[src/rtl/rxf_pkg.sv]
package rxf_pkg;
  typedef enum logic [2:0] {
    SEL_MAC_LO  = 3'd0,
    SEL_MAC_HI  = 3'd1,
    SEL_MASK_LO = 3'd2,
    SEL_MASK_HI = 3'd3,
    SEL_CTRL    = 3'd4
  } rxf_sel_e;
endpackage

[src/rtl/rxf_regs.sv]
module rxf_regs
  import rxf_pkg::*;
#(
  parameter int ADDR_W = 48,
  parameter int WORD_W = 32
) (
  input  logic              clk,
  input  logic              rst_n,
  input  logic              wr_en,
  input  logic [2:0]        wr_sel,
  input  logic [WORD_W-1:0] wr_data,
  input  logic [2:0]        rd_sel,
  output logic [WORD_W-1:0] rd_data,
  output logic [ADDR_W-1:0] own_mac,
  output logic [ADDR_W-1:0] mask
);
  localparam int HI_W   = ADDR_W - WORD_W;
  localparam int CTRL_W = WORD_W - HI_W;

  logic [WORD_W-1:0] mac_lo_q, mac_lo_d, msk_lo_q, msk_lo_d;
  logic [HI_W-1:0]   mac_hi_q, mac_hi_d, msk_hi_q, msk_hi_d;
  logic [CTRL_W-1:0] ctrl_q, ctrl_d;

  // next state
  always_comb begin
    mac_lo_d = mac_lo_q;
    mac_hi_d = mac_hi_q;
    msk_lo_d = msk_lo_q;
    msk_hi_d = msk_hi_q;
    ctrl_d   = ctrl_q;
    if (wr_en) begin
      case (rxf_sel_e'(wr_sel))
        SEL_MAC_LO:  mac_lo_d = wr_data;
        SEL_MAC_HI:  mac_hi_d = wr_data[HI_W-1:0];
        SEL_MASK_LO: msk_lo_d = wr_data;
        SEL_MASK_HI: msk_hi_d = wr_data[HI_W-1:0];
        SEL_CTRL:    ctrl_d   = wr_data[WORD_W-1:HI_W];
        default:     ;
      endcase
    end
  end

  // registers
  always_ff @(posedge clk or negedge rst_n) begin
    if (!rst_n) begin
      mac_lo_q <= '0;
      mac_hi_q <= '0;
      msk_lo_q <= '1;
      msk_hi_q <= '1;
      ctrl_q   <= '0;
    end else begin
      mac_lo_q <= mac_lo_d;
      mac_hi_q <= mac_hi_d;
      msk_lo_q <= msk_lo_d;
      msk_hi_q <= msk_hi_d;
      ctrl_q   <= ctrl_d;
    end
  end

  // read mux
  always_comb begin
    rd_data = '0;
    case (rxf_sel_e'(rd_sel))
      SEL_MAC_LO:  rd_data = mac_lo_q;
      SEL_MAC_HI:  rd_data = {ctrl_q, mac_hi_q};
      SEL_MASK_LO: rd_data = msk_lo_q;
      SEL_MASK_HI: rd_data = {{CTRL_W{1'b0}}, msk_hi_q};
      SEL_CTRL:    rd_data = {ctrl_q, {HI_W{1'b0}}};
      default:     rd_data = '0;
    endcase
  end

  assign own_mac = {mac_hi_q, mac_lo_q};
  assign mask    = {msk_hi_q, msk_lo_q};
endmodule

[src/rtl/rxf_match.sv]
module rxf_match #(
  parameter int ADDR_W = 48
) (
  input  logic              clk,
  input  logic              rst_n,
  input  logic              frm_valid,
  input  logic [ADDR_W-1:0] frm_addr,
  input  logic [ADDR_W-1:0] own_mac,
  input  logic [ADDR_W-1:0] mask,
  output logic              out_vld,
  output logic              out_accept
);
  logic hit;
  logic vld_d, acc_d, vld_q, acc_q;

  // Differences are counted only on enabled positions.
  always_comb begin
    hit   = ((frm_addr ^ own_mac) & mask) == '0;
    vld_d = frm_valid;
    acc_d = frm_valid ? hit : 1'b0;
  end

  always_ff @(posedge clk or negedge rst_n) begin
    if (!rst_n) begin
      vld_q <= 1'b0;
      acc_q <= 1'b0;
    end else begin
      vld_q <= vld_d;
      acc_q <= acc_d;
    end
  end

  assign out_vld    = vld_q;
  assign out_accept = acc_q;
endmodule

[src/rtl/rx_addr_filter.sv]
module rx_addr_filter #(
  parameter int ADDR_W = 48,
  parameter int WORD_W = 32
) (
  input  logic              clk,
  input  logic              rst_n,
  input  logic              wr_en,
  input  logic [2:0]        wr_sel,
  input  logic [WORD_W-1:0] wr_data,
  input  logic [2:0]        rd_sel,
  output logic [WORD_W-1:0] rd_data,
  input  logic              frm_valid,
  input  logic [ADDR_W-1:0] frm_addr,
  output logic              out_vld,
  output logic              out_accept
);
  logic [1:0]        rst_sync_q;
  logic              rst_int_n;
  logic [ADDR_W-1:0] own_mac, mask;

  // asynchronous assert, synchronous release
  always_ff @(posedge clk or negedge rst_n) begin
    if (!rst_n) rst_sync_q <= 2'b00;
    else        rst_sync_q <= {rst_sync_q[0], 1'b1};
  end
  assign rst_int_n = rst_sync_q[1];

  rxf_regs #(.ADDR_W(ADDR_W), .WORD_W(WORD_W)) u_regs (
    .clk(clk), .rst_n(rst_int_n), .wr_en(wr_en), .wr_sel(wr_sel),
    .wr_data(wr_data), .rd_sel(rd_sel), .rd_data(rd_data),
    .own_mac(own_mac), .mask(mask)
  );

  rxf_match #(.ADDR_W(ADDR_W)) u_match (
    .clk(clk), .rst_n(rst_int_n), .frm_valid(frm_valid), .frm_addr(frm_addr),
    .own_mac(own_mac), .mask(mask), .out_vld(out_vld), .out_accept(out_accept)
  );
endmodule

[config.mk]
export PLATFORM = sky130hd
export DESIGN_NAME = rx_addr_filter
export DESIGN_NICKNAME = d
export VERILOG_FILES = /design/src/rtl/rxf_pkg.sv /design/src/rtl/rxf_regs.sv /design/src/rtl/rxf_match.sv /design/src/rtl/rx_addr_filter.sv
export SDC_FILE = /design/constraint.sdc
export NUM_CORES = 1
export LEC_CHECK = 0
export ABC_CLOCK_PERIOD_IN_PS = 7600
export BUFFER_PORTS_ARGS = -buffer_cell sky130_fd_sc_hd__buf_2
export CAP_MARGIN = 15
export CELL_PAD_IN_SITES_DETAIL_PLACEMENT = 1
export CELL_PAD_IN_SITES_GLOBAL_PLACEMENT = 2
export CORE_ASPECT_RATIO = 1.5
export CORE_MARGIN = 1.5
export CORE_UTILIZATION = 40
export DETAILED_ROUTE_END_ITERATION = 16
export GPL_ROUTABILITY_DRIVEN = 0
export GPL_TIMING_DRIVEN = 0
export PLACE_DENSITY_LB_ADDON = 0.1
export SLEW_MARGIN = 10
export SYNTH_ARGS = -nofsm -noshare
export SYNTH_HDL_FRONTEND = slang
export SYNTH_SLANG_ARGS = --single-unit
[constraint.sdc]
create_clock -name clk -period 7.6 [get_ports clk]
set_input_delay 1.52 -clock clk [delete_from_list [all_inputs] [get_ports clk]]
set_output_delay 1.52 -clock clk [all_outputs]
set_load 0.005 [all_outputs]
### Word level (Yosys, flattened, before mapping)

Index checks and enable logic that the tools add are counted.

* output and inout bits: 34
* flip-flop bits (word level): 116
* logic and storage cells: 28
* input bits: 90

* reduce and logical (&&, ||, !) cells: 8
* multiplexer cells: 2
* equality and inequality tests: 8
* bitwise logic cells: 2

Operator list (count)
* 32-bit case mux with 5 select lines: 1
* 48-bit AND: 1
* 48-bit zero test: 1
* 48-bit bitwise XOR: 1
* 3-bit by 2-bit equality test with 1-bit output (second input constant): 4
* 2-bit AND reduction: 5
* 3-bit by 1-bit equality test with 1-bit output (second input constant): 2
* 3-bit equality test (second input constant): 2
* 3-bit zero test: 2
* 1-bit 2-to-1 mux: 1

### Logic depth before layout (Yosys ltp)

* depth after elaboration: 4
* mapped depth: 6
* gate-level depth less buffers: 5

### Hierarchy

From an unflattened synthesis, not the netlist that was laid out.

* cell total of the unflattened synthesis: 460
* area total of the unflattened synthesis: 6311.1 um^2

Modules (own cells, without submodules)
* rxf_regs: cells each 377, sequential area each 2862.7 um^2, times used 1, area an instance 5529.1 um^2
* rxf_match: cells each 80, sequential area each 50.0 um^2, times used 1, area an instance 728.2 um^2
* rx_addr_filter: cells each 3, sequential area each 50.0 um^2, times used 1, area an instance 53.8 um^2

### Worst setup path after synthesis

OpenSTA, ideal clock, no wires.

* path kind: input-to-output
* start: in rd_sel[0]
* end: out rd_data[10]
* path slack: 3.510 ns
* path buffers: 2
* stages: 4
* arrival: 2.570 ns
* required time: 6.080 ns
* cell sequence: buf_2 -> buf_4 -> mux4_2 -> nor2b_1

* word-level cells in the longest chain between the ends: 2
* elaborated cells between the ends (all ways): 6
* classes of those cells: eq/ne (4); mux (1); reduce/logical (1)

RTL lines
* start: declaration: line rx_addr_filter.sv:10 `input logic [2:0] rd_sel,`
* 3-bit equality test (tied with other cells): line rxf_regs.sv:63 `case (rxf_sel_e'(rd_sel))`
* 32-bit case mux with 5 select lines (*): line rxf_regs.sv:63
* end: declaration: line rx_addr_filter.sv:11 `output logic [WORD_W-1:0] rd_data,`

Every way passes the cells marked *; elsewhere a longest branch is shown, timed or not.

### Worst setup path in the final report

* start: in rd_sel[0]
* end: out rd_data[16]

The elaborated chain is that of the path after synthesis.

==> metrics.md <==
| Metric | Value |
|---|---|
| Total leakage power | `3.345 nW` |
| Area growth, synth to finish | `23.45%` |
| Worst setup EP type | `output port` |
| Setup TNS | `0 ns` |
| DR vias | `4,253` |
| Dpl cell area | `7005 sq um` |
| DR WL/cell | `22.23 um` |
| ANT cells | `0` |
| Period minus WS final | `4.610 ns` |
| Hold path cells | `0` |
| Crit path max-delay family | `buffers and inverters` |
| Net Count, Synth | `543` |
| PortBufs | `121` |
| Highest Clock Rate | `216.9 MHz` |
| Clock skew | `0.01070 ns` |
| Slowest stage delay, CP | `0.43 ns` |
| Slowest cell on crit path | `nor3b_4` |
| Startpoint types | `primary input` |
| Post_cts resized | `0` |
| Overflow after GRT | `0` |
| Post-synth cell types | `35` |
| Antenna viol nets, final | `0` |
| CTS root buf | `clkbuf_16` |
| Final Hold Viols | `0` |
| Critical Path Source | `rd_sel[0]` |
| P_int | `1.524 mW` |
| Status | `completed` |
| Worst setup path end | `rd_data[16]` |
| Sw Ratio | `27.53%` |
| Post-synthesis register bit count | `116` |
| Post-synth top flop | `dfrtp_1` |
| Clock transition at path regs | `0.06 ns` |
| Area of the mapped netlist | `6120 sq um` |
| Rel. slew slack | `48.39%` |
| Critical R2R Capture | `u_match.out_accept` |
| DRC Markers | `0` |
| TritonCTS clock tree | `yes` |
| Syn_area_per_cell | `13.51 sq um` |
| Finish-stage setup viols | `0` |
| RSZ-0062 raised after global routing | `false` |
| Hold crit path type | `register to register` |
| CP max FO | `10` |
| Final period util | `60.65%` |
| Num CTS Buffers | `17` |
| Arr. time, crit path | `3.09 ns` |
| Die ar. | `16,060 sq um` |
| Req. time, crit path | `6.08 ns` |
| Vias per cell | `5.277` |
| DR iter-0 viols | `120` |
| Final Net Count | `684` |
| Vias in the first global route | `4,904` |
| Syn. warnings | `0` |
| Placed cell count | `774` |
| Clk_lat worst skew | `0.41 ns` |
| Post-route insts no fill | `806` |
| FF-to-FF setup slack | `5.57 ns` |
| # IOs | `124` |
| Initial antenna violation count | `0` |
| Die Wd | `104.0 um` |
| Detail Placement HPWL | `13,110 um` |
| Max Cap Viol | `0` |
| Die H | `154.5 um` |
| Total track usage | `23.72%` |
| Clock buffer depth | `2` |
| Ratio of total power to cell area | `278.4 nW/um^2` |
| Initial Utilization | `40.79%` |
| Core area | `15,000 sq um` |
| Comb power frac | `21.4%` |
| Clock Power Share | `34.8%` |
| Clock Sinks | `116` |
| Worst Tran Pin Value | `0.7742 ns` |
| Reg2Reg Depth | `5` |
| Levels on crit path | `7` |
| CP Buf/Inv Count | `4` |
| Layout cells sized above 1 | `57.50%` |
| Register area share after synthesis | `48.42%` |
| Most common cell on crit path | `buf_2` |
| Routed WL | `17,920 um` |
| Reg2reg start | `u_regs.mac_lo_q[17]` |
| Post-route cell area | `7555 sq um` |
| Final Slew Violations | `0` |
| Total power | `2.103 mW` |
| Worst-path cell chain | `buf_2 -> buf_4 -> nor3b_4 -> buf_2 -> nand2_1 -> o21ai_0 -> buf_2` |
| Setup Buffers After CTS | `0` |
| H-tree depth | `4` |
| Reg power frac | `43.8%` |
| Site Rows | `55` |
| Fillers | `1,649` |
| Critical path class | `primary input to output port` |
| P_sw | `0.5790 mW` |
| Largest net degree at the start of global routing | `61` |
| Post-synth EDFFs | `0` |
| Asr flop ratio synth | `100.0%` |
| Maximum vdd drop | `0.1513 mV` |
| First-pass GRT wire length | `28,330 um` |
| Drt pass-1 iters | `6` |
| Gate Count Post-Synth | `453` |
| Hold_buf cts | `0` |
## per-layer routing
layer / global-route usage, % / vias to the layer above / wire (um)
li1: - / 1933 / -
met4: 8.267 / 0 / 391
met1: 27.30 / 2184 / 7290
met5: 0 / - / 0
met3: 4.383 / 22 / 599
met2: 43.83 / 114 / 9636
## metrics by stage
stage | setup slack [ns] | utilization, % | hold slack [ns]
6_report | 2.990 | 50.36 | 0.3526
5_1_grt | 2.881 | 50.36 | 0.3673
4_1_cts | 2.964 | 50.36 | 0.3602
3_5_place_dp | 2.974 | 46.70 | 0.3471
3_3_place_gp | 2.681 | 46.49 | 0.3371
2_1_floorplan | 3.510 | - | 0.3312
## power groups by stage
| stage | Combinational (mW) | Clock, mW | Sequential, mW |
|---|---|---|---|
| after floorplan | 0.312 | 0 | 0.888 |
| after global placement | 0.433 | 0 | 0.925 |
| after detailed placement | 0.454 | 0 | 0.930 |
| after CTS | 0.457 | 0.751 | 0.922 |
| after global routing | 0.493 | 0.776 | 0.943 |
| final | 0.450 | 0.732 | 0.921 |
## flip-flops by register name, indices dropped and copies added, names as in the netlist
name	count
u_regs.msk_hi_q	16
u_match.out_accept	1
u_match.out_vld	1
u_regs.msk_lo_q	32
u_regs.ctrl_q	16
u_regs.mac_hi_q	16
rst_sync_q	2
u_regs.mac_lo_q	32
## cells by family (layout without fill, tap and decap cells)
| kind of cell | after synthesis | count (layout) | synth area share (%) |
|---|---|---|---|
| multiplexers | 144 | 144 | 29.73 |
| flip-flops | 116 | 116 | 48.42 |
| AND/OR/NAND/NOR | 65 | 65 | 6.175 |
| AO/OA/AOI/OAI | 55 | 55 | 5.868 |
| XOR/XNOR | 48 | 48 | 6.870 |
| buffers and inverters | 24 | 178 | 2.883 |
| other | 1 | 1 | 0.06128 |
## cells in the mapped netlist, types with 7 or more instances
| cell type | n | area share (%) |
|---|---|---|
| mux2_2 | 97 | 18 |
| dfrtp_1 | 68 | 28 |
| dfstp_2 | 48 | 21 |
| xor2_1 | 48 | 6.9 |
| nand2_1 | 19 | 1.2 |
| nor2b_1 | 17 | 1.7 |
| a21oi_1 | 16 | 1.3 |
| mux2i_1 | 16 | 2.6 |
| mux4_2 | 16 | 5.9 |
| nor2_1 | 16 | 0.98 |
| o21ai_0 | 16 | 1.3 |
| mux2_4 | 10 | 2.5 |
| a22oi_1 | 8 | 0.98 |
| buf_4 | 8 | 0.98 |
| a22o_1 | 7 | 1.0 |
| buf_2 | 7 | 0.57 |
## cells in the final DEF, fill, tap and decap left out, types with 8 or more instances in the layout
cell type,netlist,layout
xor2_1,48,48
dfrtp_1,68,67
o21ai_0,16,16
mux4_2,16,16
buf_4,8,8
mux2_2,97,97
nand2_1,19,19
nor2_1,16,16
dfstp_2,48,48
a22oi_1,8,8
clkbuf_16,0,17
mux2_4,10,10
nor2b_1,17,17
a21oi_1,16,16
clkbuf_1,3,8
mux2i_1,16,16
buf_2,7,128
## area by class of cell
cell class | instances | area (sq um) | share of cell area [%]
clock inverter | 4 | 22.52 | 0.2981
tap | 199 | 249.0 | 3.296
buffer | 24 | 176.4 | 2.335
multi-input combinational | 313 | 2980 | 39.45
timing repair buffer | 122 | 633.1 | 8.380
sequential | 116 | 2967 | 39.27
clock buffer | 28 | 526.8 | 6.973
## worst register-to-register path, cell delays in order (launching register included)
cell and delay (ns):
dfrtp_1 0.41, xor2_1 0.17, a22o_1 0.27, a221oi_1 0.53, nand4_1 0.19, nor4_1 0.33
## how the worst min path moves through the flow
stage / to / slack, ns / from
final: rst_sync_q[1] / 0.35 / rst_sync_q[0]
after global routing: rst_sync_q[1] / 0.37 / rst_sync_q[0]
after CTS: rst_sync_q[1] / 0.36 / rst_sync_q[0]
after detailed placement: rst_sync_q[1] / 0.35 / rst_sync_q[0]
after global placement: rst_sync_q[1] / 0.34 / rst_sync_q[0]
after floorplan: rst_sync_q[1] / 0.33 / rst_sync_q[0]
(Power assumes the default switching activity.)
